**src/rtl/imc_pkg.sv**
```systemverilog
package imc_pkg;
    localparam int NSRC     = 3;
    localparam int SRC_TMR  = 0;
    localparam int SRC_PORT = 1;
    localparam int SRC_EXT  = 2;

    typedef enum logic [1:0] {
        ST_RUN   = 2'd0,
        ST_SLEEP = 2'd1,
        ST_WAKE  = 2'd2
    } wake_st_t;
endpackage

```
**src/rtl/imc_edge_det.sv**
```systemverilog
// Falling-edge detector; the history register resets low so no edge is
// reported in the first cycle after reset.
module imc_edge_det (
    input  logic clk,
    input  logic rst_n,
    input  logic level,
    output logic fall
);
    logic prev_q;

    always_ff @(posedge clk or negedge rst_n) begin
        if (!rst_n) prev_q <= 1'b0;
        else        prev_q <= level;
    end

    assign fall = prev_q & ~level;
endmodule

```
**src/rtl/imc_port_watch.sv**
```systemverilog
// Holds the reference word captured on a port read and reports mismatch.
module imc_port_watch #(
    parameter int PORT_W = 8
) (
    input  logic              clk,
    input  logic              rst_n,
    input  logic [PORT_W-1:0] port_in,
    input  logic              port_rd,
    output logic              differ
);
    logic [PORT_W-1:0] ref_q;

    always_ff @(posedge clk or negedge rst_n) begin
        if (!rst_n)       ref_q <= '0;
        else if (port_rd) ref_q <= port_in;
    end

    assign differ = (port_in != ref_q);
endmodule

```
**src/rtl/imc_flag_reg.sv**
```systemverilog
// Pending flags (clear-only from software, set wins) and the mask.
module imc_flag_reg #(
    parameter int NSRC = 3
) (
    input  logic            clk,
    input  logic            rst_n,
    input  logic [NSRC-1:0] set_vec,
    input  logic            flag_wr,
    input  logic            mask_wr,
    input  logic [NSRC-1:0] wr_data,
    output logic [NSRC-1:0] flag_q,
    output logic [NSRC-1:0] pend
);
    logic [NSRC-1:0] mask_q;
    logic [NSRC-1:0] flag_d;

    always_comb begin
        for (int b = 0; b < NSRC; b++) begin
            flag_d[b] = set_vec[b] | (flag_q[b] & (~flag_wr | wr_data[b]));
        end
    end

    always_ff @(posedge clk or negedge rst_n) begin
        if (!rst_n) begin
            flag_q <= '0;
            mask_q <= '0;
        end else begin
            flag_q <= flag_d;
            if (mask_wr) mask_q <= wr_data;
        end
    end

    assign pend = flag_q & mask_q;
endmodule

```
**src/rtl/imc_wake_fsm.sv**
```systemverilog
// Global enable plus run / sleep / wake sequencing.
module imc_wake_fsm
    import imc_pkg::*;
(
    input  logic clk,
    input  logic rst_n,
    input  logic pend_any,
    input  logic gie_set,
    input  logic gie_clr,
    input  logic irq_ack,
    input  logic sleep_req,
    output logic irq,
    output logic wake,
    output logic asleep,
    output logic resume_vec
);
    wake_st_t state_q, state_d;
    logic     gie_q;
    logic     gie_at_sleep_q;

    always_comb begin
        state_d = state_q;
        unique case (state_q)
            ST_RUN:   if (sleep_req) state_d = ST_SLEEP;
            ST_SLEEP: if (pend_any)  state_d = ST_WAKE;
            ST_WAKE:  state_d = ST_RUN;
            default:  state_d = ST_RUN;
        endcase
    end

    always_ff @(posedge clk or negedge rst_n) begin
        if (!rst_n) begin
            state_q        <= ST_RUN;
            gie_q          <= 1'b0;
            gie_at_sleep_q <= 1'b0;
        end else begin
            state_q <= state_d;
            if (gie_clr || irq_ack) gie_q <= 1'b0;
            else if (gie_set)       gie_q <= 1'b1;
            if (state_q == ST_RUN && sleep_req) gie_at_sleep_q <= gie_q;
        end
    end

    always_comb begin
        irq        = 1'b0;
        wake       = 1'b0;
        asleep     = 1'b0;
        resume_vec = 1'b0;
        unique case (state_q)
            ST_RUN:   irq = gie_q & pend_any;
            ST_SLEEP: asleep = 1'b1;
            ST_WAKE: begin
                wake       = 1'b1;
                resume_vec = gie_at_sleep_q;
            end
            default: ;
        endcase
    end
endmodule

```
**src/rtl/imc_ctrl.sv**
```systemverilog
module imc_ctrl
    import imc_pkg::*;
#(
    parameter int PORT_W = 8
) (
    input  logic              clk,
    input  logic              rst_n,
    input  logic              tmr_ovf_n,
    input  logic              ext_int_n,
    input  logic [PORT_W-1:0] port_in,
    input  logic              port_rd,
    input  logic              flag_wr,
    input  logic              mask_wr,
    input  logic [NSRC-1:0]   wr_data,
    input  logic              gie_set,
    input  logic              gie_clr,
    input  logic              irq_ack,
    input  logic              sleep_req,
    output logic [NSRC-1:0]   rd_flags,
    output logic              irq,
    output logic              resume_vec,
    output logic              wake,
    output logic              asleep
);
    logic              port_diff;
    logic [NSRC-1:0]   src_lvl;
    logic [NSRC-1:0]   set_vec;
    logic [NSRC-1:0]   flag_q;
    logic [NSRC-1:0]   pend;

    imc_port_watch #(.PORT_W(PORT_W)) port_i (
        .clk     (clk),
        .rst_n   (rst_n),
        .port_in (port_in),
        .port_rd (port_rd),
        .differ  (port_diff)
    );

    // The port source falls when a mismatch begins.
    assign src_lvl[SRC_TMR]  = tmr_ovf_n;
    assign src_lvl[SRC_PORT] = ~port_diff;
    assign src_lvl[SRC_EXT]  = ext_int_n;

    for (genvar s = 0; s < NSRC; s++) begin : g_src
        imc_edge_det edge_i (
            .clk   (clk),
            .rst_n (rst_n),
            .level (src_lvl[s]),
            .fall  (set_vec[s])
        );
    end

    imc_flag_reg #(.NSRC(NSRC)) flags_i (
        .clk     (clk),
        .rst_n   (rst_n),
        .set_vec (set_vec),
        .flag_wr (flag_wr),
        .mask_wr (mask_wr),
        .wr_data (wr_data),
        .flag_q  (flag_q),
        .pend    (pend)
    );

    imc_wake_fsm fsm_i (
        .clk        (clk),
        .rst_n      (rst_n),
        .pend_any   (|pend),
        .gie_set    (gie_set),
        .gie_clr    (gie_clr),
        .irq_ack    (irq_ack),
        .sleep_req  (sleep_req),
        .irq        (irq),
        .wake       (wake),
        .asleep     (asleep),
        .resume_vec (resume_vec)
    );

    assign rd_flags = pend;
endmodule

```
**config.mk**
```make
export PLATFORM = sky130hd
export DESIGN_NAME = imc_ctrl
export DESIGN_NICKNAME = d
export VERILOG_FILES = /design/src/rtl/imc_pkg.sv /design/src/rtl/imc_edge_det.sv /design/src/rtl/imc_port_watch.sv /design/src/rtl/imc_flag_reg.sv /design/src/rtl/imc_wake_fsm.sv /design/src/rtl/imc_ctrl.sv
export SDC_FILE = /design/constraint.sdc
export NUM_CORES = 1
export LEC_CHECK = 0
export ABC_CLOCK_PERIOD_IN_PS = 2470
export BUFFER_PORTS_ARGS = -buffer_cell sky130_fd_sc_hd__buf_2
export CAP_MARGIN = 30
export CORE_MARGIN = 8
export CORE_UTILIZATION = 49
export CTS_BUF_LIST = sky130_fd_sc_hd__clkbuf_16
export DETAILED_ROUTE_END_ITERATION = 8
export MAX_ROUTING_LAYER = met4
export PLACE_DENSITY = 0.74
export SLEW_MARGIN = 30
export SYNTH_ARGS = -nofsm -noshare
export SYNTH_HDL_FRONTEND = slang
export SYNTH_HIERARCHICAL = 1
export SYNTH_SLANG_ARGS = --single-unit
```
**constraint.sdc**
```tcl
create_clock -name clk -period 2.47 [get_ports clk]
set_input_delay 0.1235 -clock clk [delete_from_list [all_inputs] [get_ports clk]]
set_output_delay 0.1235 -clock clk [all_outputs]
set_load 0.05 [all_outputs]
```
==> flow_metrics.env <==
export IMPL_syn_mean_instance_area_um2=13.6
export IMPL_synth_cells=70
export IMPL_drt_iter0_markers=11
export IMPL_power_density_nw_per_um2=813
export IMPL_vdd_ir_drop_worst_mv=0.502
export IMPL_max_stage_delay_ns=0.40
export IMPL_antenna_found_initial=0
export IMPL_pre_cts_slack_ns=0.996
export IMPL_drt_wl_total_mm=1.78
export IMPL_hold_path_class="in2reg"
export IMPL_cp_end_kind="output port"
export IMPL_setup_ws_ns=0.707
export IMPL_fp_dieW_um=60.0
export IMPL_path_buf_inv=1
export IMPL_dp_cells=124
export IMPL_startpoint="flags_i/mask_q[2]"
export IMPL_initial_core_util_pct=49.9
export IMPL_critPathRequiredTime_ns=2.35
export IMPL_cp_slowest_cell="or3_1"
export IMPL_grt_use_total_pct=11.5
export IMPL_fin_nets=125
export IMPL_use_met1_pct=9.94
export IMPL_fin_crit_sh_pct=71.4
export IMPL_cts_resized=0
export IMPL_viasPerCell=4.82
export IMPL_p_leak_uw=0.000609
export IMPL_place_hpwl_mm=1.36
export IMPL_die_area_um2=3600
export IMPL_cts_buffer_depth=2
export IMPL_antennaDiodeCount=0
export IMPL_final_layout_size_suffix_gt1_share_pct=47.1
export IMPL_rr_worst_depth=6
export IMPL_setup_tns_ns=0
export IMPL_ys_ff_latch=21
export IMPL_use_met3_pct=2.80
export IMPL_crit_family="simple AND/OR/NAND/NOR gates"
export IMPL_chipHeight_um=60.0
export IMPL_cts_tree="built"
export IMPL_place_congestion=0.691
export IMPL_top_usage_layer="met2"
export IMPL_cp_depth=4
export IMPL_crit_type="reg2out"
export IMPL_drv_slew=0
export IMPL_rows=16
export IMPL_drt_first_pass_iters=3
export IMPL_grtUsageMet2_pct=22.2
export IMPL_finalCriticalPeriod_ns=1.76
export IMPL_yosysSeqAreaShare_pct=55.3
export IMPL_worstPathCellList="and2_1, or3_1, and4bb_2, buf_2"
export IMPL_drc_errors=0
export IMPL_status="complete, no violations"
export IMPL_synth_top_area_share_pct=55.3
export IMPL_critPathMaxFanout=3
export IMPL_worst_pin_slew_ns=0.449
export IMPL_clock_sinks=21
export IMPL_wl_per_cell_um=13.8
export IMPL_hold_viol=0
export IMPL_syn_area_um2=950
export IMPL_htreeDepth=1
export IMPL_mappedNetlistNets=92
export IMPL_clock_fmax_mhz=567
export IMPL_gr_total_overflow=0
export IMPL_crit_reg2reg_capture="flags_i/flag_q[1]"
export IMPL_clk_pin_slew_ns=0.06
export IMPL_setup_viol=0
export IMPL_grt_pass1_wl_mm=2.99
export IMPL_insertion_delay_ns=0.25
export IMPL_arrival_ns=1.64
export IMPL_ios=29
export IMPL_grt_pass1_vias=735
export IMPL_ys_warn_count=6
export IMPL_core_um2=1900
export IMPL_ant_nets=0
export IMPL_vias=622
export IMPL_synthDistinctLibCells=22
export IMPL_rsz0062_at_grt="false"
export IMPL_synthTopCellsByArea="dfrtp_1 55%, mux2_2 9.5%, xor2_1 7.4%"
export IMPL_cts_root_buffer="clkbuf_16"
export IMPL_portBuffers=28
export IMPL_cts_repair_timing_setup_buffer_count=0
export IMPL_fin_cells=129
export IMPL_hold_slack_ns=0.0209
export IMPL_numCtsBuffers=3
export IMPL_relSlewSlack_pct=70.0
export IMPL_setup_worst_path_end="irq"
export IMPL_syn_to_final_growth_pct=27.3
export IMPL_critPathLaunchType="flop"
export IMPL_timing_rr_start="port_i/ref_q[1]"
export IMPL_grt_start_max_net_pins=22
export IMPL_finClkSkew_ns=0.00320
export IMPL_synth_top_area_cell="dfrtp_1"
export IMPL_min_path_cells=1
export IMPL_max_cap_viol_count=0
export IMPL_regToRegSetupSlack_ns=1.08
per-stage QoR:
step                power, uW  utilization [%]  cell area (um2)
global route             1030             63.6             1210
global placement          649             58.8             1120
finish                    983             63.6             1210
floorplan                 590                -              950
CTS                       998             63.6             1210
detailed placement        659             58.8             1120
cells by family (layout without fill, tap and decap cells):
group,after synthesis,after routing,share of synthesized area (%)
buffers and inverters,2,34,0.921
AO/OA/AOI/OAI,4,4,2.90
AND/OR/NAND/NOR,23,23,18.8
multiplexers,12,12,14.6
flip-flops,21,21,55.3
XOR/XNOR,8,8,7.38
registers in the layout (all words and copies together), names as in the netlist:
name,flops
flags_i/flag_q,3
flags_i/mask_q,3
fsm_i/gie_at_sleep_q,1
fsm_i/gie_q,1
fsm_i/state_q,2
g_src.edge_i/prev_q,3
port_i/ref_q,8
layout make-up:
class	count	area [um2]
Fill cell	166	693
Sequential cell	21	526
Multi-Input combinational cell	47	415
Timing Repair Buffer	29	150
Clock buffer	3	75.1
Tap cell	27	33.8
Clock inverter	1	5.00
Inverter	1	3.75
Yosys cell counts:
cell / n
mux2_2: 8
dfrtp_1: 21
nor3_1: 1
nand2b_1: 5
nor4_1: 2
nor2_1: 1
mux2_1: 3
and2_1: 4
and4bb_2: 1
mux2_4: 1
and3b_2: 1
xor2_1: 8
nand2_1: 1
buf_2: 1
nor2b_4: 3
and2b_2: 1
a21oi_1: 1
or3_1: 1
a21o_1: 3
nor2b_1: 1
inv_1: 1
nor3b_2: 1
metal layers:
metal	vias up	share of wire (%)	wire, um
li1	301	-	-
met1	306	37	657
met2	13	57	1010
met3	2	5.1	91
met4	0	0.62	11
met5	-	0	0
report_power, final:
group | total (uW) | internal [uW] | switching, uW
sequential | 426 | 388 | 37.6
clock | 332 | 217 | 115
combinational | 225 | 97.6 | 128
how the worst min path moves through the flow:
stage               startpoint                endpoint  slack (ns)
CTS                  ext_int_n  g_src[2].edge_i/prev_q        0.02
finish               tmr_ovf_n  g_src[0].edge_i/prev_q        0.02
floorplan                rst_n       flags_i/flag_q[0]       -0.17
global route         ext_int_n  g_src[2].edge_i/prev_q        0.02
detailed placement       rst_n         port_i/ref_q[5]        0.09
global placement         rst_n         port_i/ref_q[0]         0.1
cell usage in the layout, fill, tap and decap left out, drive strengths merged:
cell	n
nor3b	1
clkinv	1
xor2	8
and3b	1
dfrtp	21
and4bb	1
clkbuf	3
and2b	1
a21o	3
nor2b	4
or3	1
dlygate4sd3	1
nor3	1
buf	28
nor4	2
nand2	1
inv	1
nor2	1
nand2b	5
a21oi	1
mux2	12
and2	4
timing repair:
| action | 4_1_cts | 5_1_grt |
|---|---|---|
| endpoints found under the hold margin | 21 | 0 |
| hold buffers | 1 | 0 |
| endpoints found under the setup margin | 0 | 0 |
(Power assumes the default switching activity.)
